===== src/rtl/seg_addr_pkg.sv =====
package seg_addr_pkg;

  typedef enum logic [1:0] {
    SEG_CODE  = 2'd0,
    SEG_DATA  = 2'd1,
    SEG_STACK = 2'd2,
    SEG_EXTRA = 2'd3
  } seg_id_t;

  typedef enum logic [1:0] {
    ACC_FETCH  = 2'd0,
    ACC_DATA   = 2'd1,
    ACC_STACK  = 2'd2,
    ACC_STRDST = 2'd3
  } acc_kind_t;

  // Default segment for each kind of access
  function automatic seg_id_t default_seg(input acc_kind_t kind);
    case (kind)
      ACC_FETCH:  default_seg = SEG_CODE;
      ACC_DATA:   default_seg = SEG_DATA;
      ACC_STACK:  default_seg = SEG_STACK;
      default:    default_seg = SEG_EXTRA;
    endcase
  endfunction

endpackage


===== src/rtl/seg_bank.sv =====
module seg_bank
  import seg_addr_pkg::*;
#(
  parameter int SEG_W = 16,
  parameter int NUM_SEG = 4,
  parameter logic [SEG_W-1:0] CODE_RST = '1,
  localparam int SEL_W = $clog2(NUM_SEG)
) (
  input  logic                            clk,
  input  logic                            rst_n,
  input  logic                            wr_en,
  input  logic [SEL_W-1:0]                wr_sel,
  input  logic [SEG_W-1:0]                wr_data,
  input  logic [SEL_W-1:0]                rd_sel,
  output logic [SEG_W-1:0]                rd_value,
  output logic [NUM_SEG-1:0][SEG_W-1:0]   bank
);

  for (genvar g = 0; g < NUM_SEG; g++) begin : g_seg
    localparam logic [SEG_W-1:0] RST_VAL =
      (g == int'(SEG_CODE)) ? CODE_RST : '0;
    always_ff @(posedge clk or negedge rst_n) begin
      if (!rst_n)
        bank[g] <= RST_VAL;
      else if (wr_en && (wr_sel == SEL_W'(g)))
        bank[g] <= wr_data;
    end
  end

  // Read of the current contents: a write in this cycle is not yet visible
  assign rd_value = bank[rd_sel];

endmodule


===== src/rtl/seg_pick.sv =====
module seg_pick
  import seg_addr_pkg::*;
(
  input  logic [1:0] acc_kind,
  input  logic       ovr_en,
  input  logic [1:0] ovr_seg,
  output logic [1:0] sel_seg
);

  always_comb begin
    if (ovr_en)
      sel_seg = ovr_seg;
    else
      sel_seg = default_seg(acc_kind_t'(acc_kind));
  end

endmodule


===== src/rtl/addr_sum.sv =====
module addr_sum #(
  parameter int SEG_W = 16,
  parameter int OFF_W = 16,
  parameter int PA_W = 20,
  parameter logic [SEG_W-1:0] CODE_RST = '1,
  parameter logic [OFF_W-1:0] IP_RST = '0,
  localparam int SHIFT = PA_W - SEG_W
) (
  input  logic             clk,
  input  logic             rst_n,
  input  logic             req_valid,
  input  logic [SEG_W-1:0] seg_value,
  input  logic [OFF_W-1:0] offset,
  output logic [PA_W-1:0]  sum_next,
  output logic [PA_W-1:0]  phys_addr,
  output logic             phys_valid
);

  // Shifted base plus offset, truncated to PA_W bits (carry dropped)
  function automatic logic [PA_W-1:0] form_pa(input logic [SEG_W-1:0] seg,
                                              input logic [OFF_W-1:0] off);
    logic [PA_W-1:0] base;
    base = {seg, {SHIFT{1'b0}}};
    form_pa = base + PA_W'(off);
  endfunction

  localparam logic [PA_W-1:0] BOOT_PA = form_pa(CODE_RST, IP_RST);

  assign sum_next = form_pa(seg_value, offset);

  always_ff @(posedge clk or negedge rst_n) begin
    if (!rst_n) begin
      phys_addr  <= BOOT_PA;
      phys_valid <= 1'b0;
    end else begin
      phys_valid <= req_valid;
      if (req_valid)
        phys_addr <= sum_next;
    end
  end

endmodule


===== src/rtl/seg_addr_gen.sv =====
module seg_addr_gen #(
  parameter int SEG_W = 16,
  parameter int OFF_W = 16,
  parameter int PA_W = 20,
  parameter int NUM_SEG = 4,
  parameter logic [SEG_W-1:0] CODE_RST = 16'hFFFF,
  parameter logic [OFF_W-1:0] IP_RST = 16'h0000
) (
  input  logic             clk,
  input  logic             rst_n,
  input  logic             seg_wr_en,
  input  logic [1:0]       seg_wr_sel,
  input  logic [SEG_W-1:0] seg_wr_data,
  input  logic             req_valid,
  input  logic [1:0]       acc_kind,
  input  logic [OFF_W-1:0] offset,
  input  logic             ovr_en,
  input  logic [1:0]       ovr_seg,
  output logic [PA_W-1:0]  phys_addr,
  output logic             phys_valid
);

  logic [1:0]                        sel_seg;
  logic [SEG_W-1:0]                  seg_value;
  logic [NUM_SEG-1:0][SEG_W-1:0]     seg_regs;
  logic [PA_W-1:0]                   sum_next;

  seg_pick u_pick (
    .acc_kind (acc_kind),
    .ovr_en   (ovr_en),
    .ovr_seg  (ovr_seg),
    .sel_seg  (sel_seg)
  );

  seg_bank #(
    .SEG_W    (SEG_W),
    .NUM_SEG  (NUM_SEG),
    .CODE_RST (CODE_RST)
  ) u_bank (
    .clk      (clk),
    .rst_n    (rst_n),
    .wr_en    (seg_wr_en),
    .wr_sel   (seg_wr_sel),
    .wr_data  (seg_wr_data),
    .rd_sel   (sel_seg),
    .rd_value (seg_value),
    .bank     (seg_regs)
  );

  addr_sum #(
    .SEG_W    (SEG_W),
    .OFF_W    (OFF_W),
    .PA_W     (PA_W),
    .CODE_RST (CODE_RST),
    .IP_RST   (IP_RST)
  ) u_sum (
    .clk        (clk),
    .rst_n      (rst_n),
    .req_valid  (req_valid),
    .seg_value  (seg_value),
    .offset     (offset),
    .sum_next   (sum_next),
    .phys_addr  (phys_addr),
    .phys_valid (phys_valid)
  );

endmodule


===== config.mk =====
export PLATFORM = sky130hd
export DESIGN_NAME = seg_addr_gen
export DESIGN_NICKNAME = d
export VERILOG_FILES = /design/src/rtl/seg_addr_pkg.sv /design/src/rtl/seg_bank.sv /design/src/rtl/seg_pick.sv /design/src/rtl/addr_sum.sv /design/src/rtl/seg_addr_gen.sv
export SDC_FILE = /design/constraint.sdc
export NUM_CORES = 1
export LEC_CHECK = 0
export BUFFER_PORTS_ARGS = -buffer_cell sky130_fd_sc_hd__buf_2
export CELL_PAD_IN_SITES_DETAIL_PLACEMENT = 1
export CELL_PAD_IN_SITES_GLOBAL_PLACEMENT = 2
export CORE_ASPECT_RATIO = 1.5
export CORE_MARGIN = 3
export CORE_UTILIZATION = 25
export CTS_CLUSTER_DIAMETER = 30
export CTS_CLUSTER_SIZE = 30
export DETAILED_ROUTE_END_ITERATION = 6
export PLACE_DENSITY_LB_ADDON = 0.1
export SLEW_MARGIN = 20
export SYNTH_ARGS = -nofsm -noshare
export SYNTH_HDL_FRONTEND = slang
export SYNTH_SLANG_ARGS = --single-unit

===== constraint.sdc =====
create_clock -name clk -period 3.05 [get_ports clk]
set_input_delay 0.61 -clock clk [delete_from_list [all_inputs] [get_ports clk]]
set_output_delay 0.61 -clock clk [all_outputs]
set_load 0.01 [all_outputs]

Word level (Yosys, flattened, before mapping)
Index checks and enable logic that the tools add are counted.
{"block": "word_totals", "register_bits": 85, "latchBits": 0, "mem_bits_rw": 0, "romBits": 0, "input_bits": 43, "output_inout_bits": 21, "elab_cells": 23, "memories": 0}
{"block": "op_classes", "add_sub_neg": 1, "n_mul": 0, "div_mod_pow": 0, "magnitude_cmp": 1, "eq_ne": 5, "shifts": 0, "n_mux": 4, "bitwise_logic": 0, "reduce_logical": 6}
{"operator": "$bmux 16 s2", "count": 1}
{"operator": "$add 20x16->20", "count": 1}
{"operator": "$mux 16", "count": 1}
{"operator": "$eq 2x2->1 const B", "count": 3}
{"operator": "$pmux 2 s3", "count": 1}
{"operator": "$eq 2x1->1 const B", "count": 2}
{"operator": "$logic_and 1x1->1", "count": 4}
{"operator": "$logic_not 2->1", "count": 2}
{"operator": "$lt 2x3->1 const B", "count": 1}
{"operator": "$mux 2", "count": 1}

Logic depth before layout (Yosys ltp)
Gate-level depths: netlist of run 1.
{"block": "logic_depth", "word_depth": 6, "depth_mapped": 11, "ltp_nobuf": 10}

Modules after synthesis
Synthesis of run 1 repeated with hierarchy kept, for this count alone.
{"block": "unflattened", "cells_unflattened": 296, "hier_area_um2": 4336.7}
{"module": "seg_bank", "instances": 1, "cells_each": 156, "area_per_inst_um2": 2812.7, "seq_area_each_um2": 1621.6}
{"module": "addr_sum", "instances": 1, "cells_each": 138, "area_per_inst_um2": 1501.4, "seq_area_each_um2": 545.5}
{"module": "seg_pick", "instances": 1, "cells_each": 2, "area_per_inst_um2": 22.5, "seq_area_each_um2": 0.0}

Worst setup path before layout of run 1
Ideal clock, no wire load.
{"block": "synth_timing", "path_type": "input -> register", "from": "in ovr_en", "to": "reg u_sum.phys_addr[16]", "setup_time_ns": 0.082, "arrival_ns": 3.671, "t_required_ns": 2.968, "setup_slack_ns": -0.703, "stages": 11, "path_buffers": 1, "cell_sequence": "mux2i_4 > buf_2 > mux4_2 > ha_1 > fa_1 > a21oi_1 > o211ai_1 > a41o_1 > a211oi_1 > xnor2_1 > mux2_2"}
{"block": "synth_via", "elab_chain_len": 4}
{"element": "from (decl)", "line_no": "seg_addr_gen.sv:17", "rtl": "input logic ovr_en,"}
{"element": "$mux 2", "line_no": "seg_pick.sv:11", "rtl": "if (ovr_en)"}
{"element": "$bmux 16 s2", "line_no": "seg_bank.sv:31", "rtl": "assign rd_value = bank[rd_sel];"}
{"element": "$mux 16 (not written as such)", "line_no": "seg_bank.sv:31"}
{"element": "$add 20x16->20", "line_no": "addr_sum.sv:24", "rtl": "form_pa = base + PA_W'(off);"}
{"element": "to (signal assigned)", "line_no": "addr_sum.sv:38", "rtl": "phys_addr <= sum_next;"}
{"element": "to (decl)", "line_no": "addr_sum.sv:15", "rtl": "output logic [PA_W-1:0] phys_addr,"}
Every way passes these cells. The select of a mux whose other input is x is not followed.
A chain may end at the register's enable or synchronous reset.

Final worst setup path of run 1
{"block": "layout_timing", "from": "in ovr_en", "to": "reg u_sum.phys_addr[14]"}
Same word-level chain as after synthesis.

==> results.md, run 1 <==
* HP Class: input pin to async pin
* Critical path endpoint category: flip-flop
* Slew HR at 60.3%
* Gpl congestion at 0.710
* Final #Nets at 452
* Post-synth EDFFs at 0
* First-pass GRT wire length at between 15 and 20 mm
* Clock Skews at 0.00697 ns
* Root Driver: clkbuf_16
* CP cell instances: buf_8 > mux2i_4 > buf_4 > mux4_2 > buf_4 > fa_2 > a21oi_4 > buf_4 > o2111ai_2 > buf_4 > a31oi_2 > xnor2_1 > mux2_2
* Yosys reg bits at 85
* CTS sink cnt at between 80 and 90
* DRC Markers at 0
* Critical Path RT at around 3.3 ns
* Worst slew pin tran at 0.595 ns
* Most frequent CP cell: buf_4
* PortBufs at 63
* # H-tree levels at 3
* Asr flop ratio synth at 100%
* Arrival time of the worst setup path at 3.38 ns
* Antenna violations before repair at 0
* Min Tclk post-route at approximately 3.1 ns
* Die Ht at 164 um
* Ant. Diodes at 0
* Synth top area share at 31.8%
* DR pass1 iterations at 4
* Die W at around 110 um
* Global Route Usage Sum at 12.4%
* Syn nets at 340
* Avg Inst Size Synth at 14.7 um^2
* Endpoints failing hold at 0
* Failing checks: negative setup slack
* Fmax at 321 MHz
* Final slew viol count at 0
* Post-route insts no fill at ~600
* Clock buffer count from CTS at 9
* Post-DRT Antenna Nets at 0
* Status: complete, but fails checks
* Clk_lat worst skew at 0.34 ns
* Final worst path period share at 102%
* Core ar. at roughly 16000 um^2
* Max incr delay on CP at 0.53 ns
* Wirelength per Cell at 18.1 um
* Clk buf depth at 2
* Post-synthesis cell area at 4170 um^2
* WS Path Type: input pin to flip-flop
* Vias at 2810
* CTS clock-pin slew for the worst setup and hold paths at around 0.070 ns
* MaxCap Viol Count at 0
* CTS tree: yes
* FP Rows at 57
* Number of global-route vias before repair at 3254
* Cell variety after synth at 37
* Die Footprint at 18300 um^2
* Hold Slack at between 0.2 and 0.3 ns
* Setup ws final at -0.0623 ns
* Largest net degree at the start of global routing at 44
* Count leader, synth: mux2_2
* Layout area overhead at 35.3%
* Sequential share of the synthesized area at 52.0%
* Cells after Synth at 283
* Crit path max fanout at 4
* Total negative setup slack at -0.180 ns
* Place WS at -0.635 ns
* Worst vdd rail ir drop at 0.000275 V
* Lkg Pwr at ~0.0024 uW
* Pwr Density at 749 nW/um^2
* RSZ-0062 raised after global routing: true
* Detailed-route wire length at ~11 mm
* Top FF cell, synth: dfrtp_1
* Starting Density at 25.6%
* IO Count at 64
* Grt ovf at 0
* Synth top cells by count: 79 x mux2_2, 53 x dfrtp_1, 32 x dfstp_2, 13 x ha_1, 12 x mux4_2
* Synth area leader: dfrtp_1
* Dpl hpwl at between 8 and 9 mm
* Placed cell count at between 500 and 600
* Synth warnings at 0
* Fraction of layout cells with a size suffix above 1 at 70.0%
* CP max-delay cell: mux4_2
* Post-route total power at 4230 uW
* Endpoints failing setup at 4
* DR vias/cell at 4.64
* CP startpoint kind: input pin
* Initial DRC count at 41
* Ranking of synthesized cells by area: dfrtp_1 32%, mux2_2 21%, dfstp_2 20%
-- where the power goes --
group	leakage, uW	switching (uW)	internal (uW)
logic	0.00126	633	781
clock network	0.000154	477	726
registers	0.000963	122	1490
total	0.00238	1230	2990
-- layout by cell type, fill, tap and decap left out, types with 2 or more instances in the layout --
cell type   n
mux2_2     78
dfstp_2    32
dfrtp_1    53
o21ai_2     2
nand3_1     3
nor3b_2     2
xor2_1      3
a21oi_2     6
buf_6       2
a21oi_1     4
ha_1        6
bufinv_16   2
buf_12      2
nand3b_1    3
xnor2_1     9
mux4_1      3
a31oi_1     2
ha_4        7
nand2_1     6
clkbuf_16   9
buf_2      61
buf_4      44
o21ai_0     2
nor2_1      6
a211oi_2    2
inv_1       4
inv_6       2
o21ai_1     4
mux4_2     13
a21o_1      3
-- per-layer routing --
layer / track usage (%) / vias to the layer above / wire length [um]
met5: 0 / - / 0
met4: 3.65 / 0 / 135
met3: 2.21 / 9 / 281
met2: 23.8 / 45 / 6140
met1: 13.9 / 1469 / 4440
li1: - / 1287 / -
-- sequential cells by signal (all words and copies together), names as in the netlist --
signal / cells
u_bank.bank: 64
u_sum.phys_valid: 1
u_sum.phys_addr: 20
-- final timing paths --
path / startpoint / to / slack, ns / depth (start not counted)
worst max-delay path: ovr_en / u_sum.phys_addr[14] / -0.06 / 13
worst min-delay path: rst_n / u_sum.phys_addr[1] / 0.27 / 1
worst max register to register: u_bank.bank[17] / u_sum.phys_addr[14] / 0.40 / 10
worst min register to register: u_sum.phys_addr[7] / u_sum.phys_addr[7] / 0.48 / 2
max in group asynchronous: rst_n / u_bank.bank[6] / 2.07 / 2
min in group clk: u_sum.phys_addr[7] / u_sum.phys_addr[7] / 0.48 / 2
-- critical path, delay by kind of cell --
kind,cells,cell delay (ns)
buffers and inverters,5,0.72
adders and majority gates,1,0.38
muxes,3,1.08
xor gates and xnor gates,1,0.08
AOI/OAI and AO/OA,3,0.49
-- area by class of cell --
type / instances / area [um^2]
inverter: 4 / 15.0
timing repair buffer: 110 / 713
tap: 206 / 258
sequential: 85 / 2170
clock buffer: 10 / 229
clock inverter: 6 / 93.8
multi-input combinational: 185 / 2160
fill: 1746 / 10600
-- stage by stage --
stage               util (%)  cell area, um^2
finish                  34.7             5640
global route            34.7             5640
CTS                     34.2             5560
detailed placement      31.1             5050
global placement        31.1             5050
floorplan                  -             4190
-- what timing repair did --
item / 4_1_cts / 5_1_grt
gates resized for setup: 29 / 14
setup buffers: 6 / 0
setup endpoints to repair: 10 / 10
pin swaps: 13 / 9
hold buffers: 0 / 0
-- logic make-up after synthesis --
group / synth area share [%]
multiplexers: 31.1
flip-flops: 52.0
AO/OA/AOI/OAI: 5.17
AND/OR/NAND/NOR: 3.54
adder cells (fa/ha/maj): 4.38
buffers and inverters: 1.23
XOR/XNOR: 2.52
No activity file was read; power rests on OpenSTA's default activity.
==> inputs of run 2 (changes only) <==
--- a/config.mk
+++ b/config.mk
@@ -6,15 +6,12 @@
 export NUM_CORES = 1
 export LEC_CHECK = 0
 export BUFFER_PORTS_ARGS = -buffer_cell sky130_fd_sc_hd__buf_2
-export CELL_PAD_IN_SITES_DETAIL_PLACEMENT = 1
-export CELL_PAD_IN_SITES_GLOBAL_PLACEMENT = 2
 export CORE_ASPECT_RATIO = 1.5
 export CORE_MARGIN = 3
 export CORE_UTILIZATION = 25
 export CTS_CLUSTER_DIAMETER = 30
 export CTS_CLUSTER_SIZE = 30
 export DETAILED_ROUTE_END_ITERATION = 6
-export PLACE_DENSITY_LB_ADDON = 0.1
 export SLEW_MARGIN = 20
 export SYNTH_ARGS = -nofsm -noshare
 export SYNTH_HDL_FRONTEND = slang
==> results.md, run 2 (synthesis results as in run 1) <==
* Endpoints failing setup at 0
* CTS tree: yes
* CP cell instances: buf_8 > mux2i_4 > buf_12 > mux4_2 > ha_4 > fa_2 > a21oi_4 > o211ai_1 > a41o_1 > a211oi_2 > xnor2_1 > mux2_4
* Largest register by flop count: u_bank.bank
* Global Route Usage Sum at 10.7%
* Hold Slack at around 0.3 ns
* Dpl hpwl at 7.09 mm
* Clock buffer count from CTS at 9
* Arrival time of the worst setup path at 3.29 ns
* Utilization after layout at 33.8%
* Initial DRC count at 96
* Detailed-route wire length at 9.82 mm
* Fmax at 331 MHz
* Final slew viol count at 0
* Worst vdd rail ir drop at 0.000302 V
* Critical Path RT at 3.32 ns
* Gpl congestion at 0.767
* Min Tclk post-route at 3.02 ns
* FP Rows at 57
* CP startpoint kind: input pin
* Hold buffers post-CTS at 0
* Clk_lat worst skew at 0.34 ns
* Critical path endpoint category: flip-flop
* Grt ovf at 0
* PortBufs at 63
* Final #Nets at 446
* Largest register FFs at 64
* Total negative setup slack at 0 ns
* Clock Skews at 0.00930 ns
* Die Ht at 164 um
* HP Class: input pin to async pin
* Max incr delay on CP at 0.53 ns
* Commonest non-fill, non-tap cells in the layout: 78 x mux2_2, 61 x buf_2, 53 x dfrtp_1
* Final worst path period share at between 90 and 100%
* DR vias/cell at 4.52
* Layout area overhead at 31.9%
* Starting Density at 25.6%
* Fraction of layout cells with a size suffix above 1 at 67.0%
* Core ar. at around 16000 um^2
* Ant. Diodes at 0
* Largest net degree at the start of global routing at 86
* Die W at 111 um
* Crit path max fanout at 4
* Vias at between 2000 and 3000
* Top Registers: u_bank.bank (64), u_sum.phys_addr (20), u_sum.phys_valid (1)
* Worst slew pin tran at 0.765 ns
* CTS sink cnt at between 80 and 90
* Commonest non-fill, non-tap cell in the layout: mux2_2
* # H-tree levels at 3
* Antenna violations before repair at 3
* Slew HR at 49.0%
* Setup ws final at 0.0257 ns
* Endpoints failing hold at 0
* WS Path Type: input pin to flip-flop
* Pwr Density at roughly 720 nW/um^2
* Die Footprint at 18300 um^2
* Number of global-route vias before repair at 3003
* Root Driver: clkbuf_16
* First-pass GRT wire length at 15.4 mm
* IO Count at 64
* MaxCap Viol Count at 0
* Clk buf depth at 2
* Lkg Pwr at 0.00233 uW
* Post-DRT Antenna Nets at 0
* RSZ-0062 raised after global routing: true
* CTS clock-pin slew for the worst setup and hold paths at 0.07 ns
* Place WS at -0.539 ns
* Status: completed
* CP max-delay cell: mux4_2
* DRC Markers at 0
* Wirelength per Cell at 16.4 um
* DR pass1 iterations at 4
## run 2: final timing paths
| check | to | start | slack (ns) | cells after the start |
|---|---|---|---|---|
| max | u_sum.phys_addr[16] | ovr_en | 0.03 | 12 |
| min reg2reg | u_sum.phys_addr[7] | u_sum.phys_addr[7] | 0.48 | 2 |
| min in group clk | u_sum.phys_addr[7] | u_sum.phys_addr[7] | 0.48 | 2 |
| max reg2reg | u_sum.phys_addr[16] | u_bank.bank[48] | 0.42 | 9 |
| min | u_bank.bank[54] | rst_n | 0.31 | 1 |
| max in group asynchronous | u_bank.bank[16] | rst_n | 2.20 | 1 |
## run 2: what timing repair did
| action | CTS | global route |
|---|---|---|
| cloned | 0 | 1 |
| buffers inserted | 3 | 2 |
| gates resized for setup | 15 | 13 |
| pin swaps | 8 | 7 |
| setup endpoints to repair | 10 | 9 |
## run 2: area by class of cell
type / count / area, um^2
Inverter: 4 / 15.0
Timing Repair Buffer: 104 / 694
Clock buffer: 10 / 239
Fill cell: 1610 / 10800
Multi-Input combinational cell: 185 / 2070
Clock inverter: 6 / 48.8
Sequential cell: 85 / 2170
Tap cell: 206 / 258
## run 2: where the power goes
group	total (uW)	switching (uW)	internal, uW	leakage, uW
sequential	1610	126	1490	0.000963
combinational	1300	576	723	0.00124
clock	1040	464	578	0.000131
total	3950	1170	2790	0.00233
## run 2: stage by stage
step | cell area (um^2) | std cells | total power (uW)
final | 5500 | 600 | 3950
after floorplan | 4190 | 283 | 2350
after detailed placement | 5000 | 578 | 2830
after global placement | 5000 | 578 | 2780
after global routing | 5500 | 600 | 4190
after CTS | 5390 | 597 | 3930
## run 2: layer usage
metal	up-vias	track usage [%]	routed length (um)	share of wire, %
met5	-	0	34	0.35
met4	6	3.98	178	1.8
met3	16	2.91	436	4.4
met2	47	20.5	5460	56
met1	1363	11.1	3700	38
li1	1281	-	-	-
## run 2: critical path: cells and delay by family
kind                     cells  cell delay (ns)
multiplexers                 3             1.02
XOR/XNOR                     1             0.11
buffers and inverters        2             0.23
adder cells (fa/ha/maj)      2             0.55
AO/OA/AOI/OAI                4             0.77
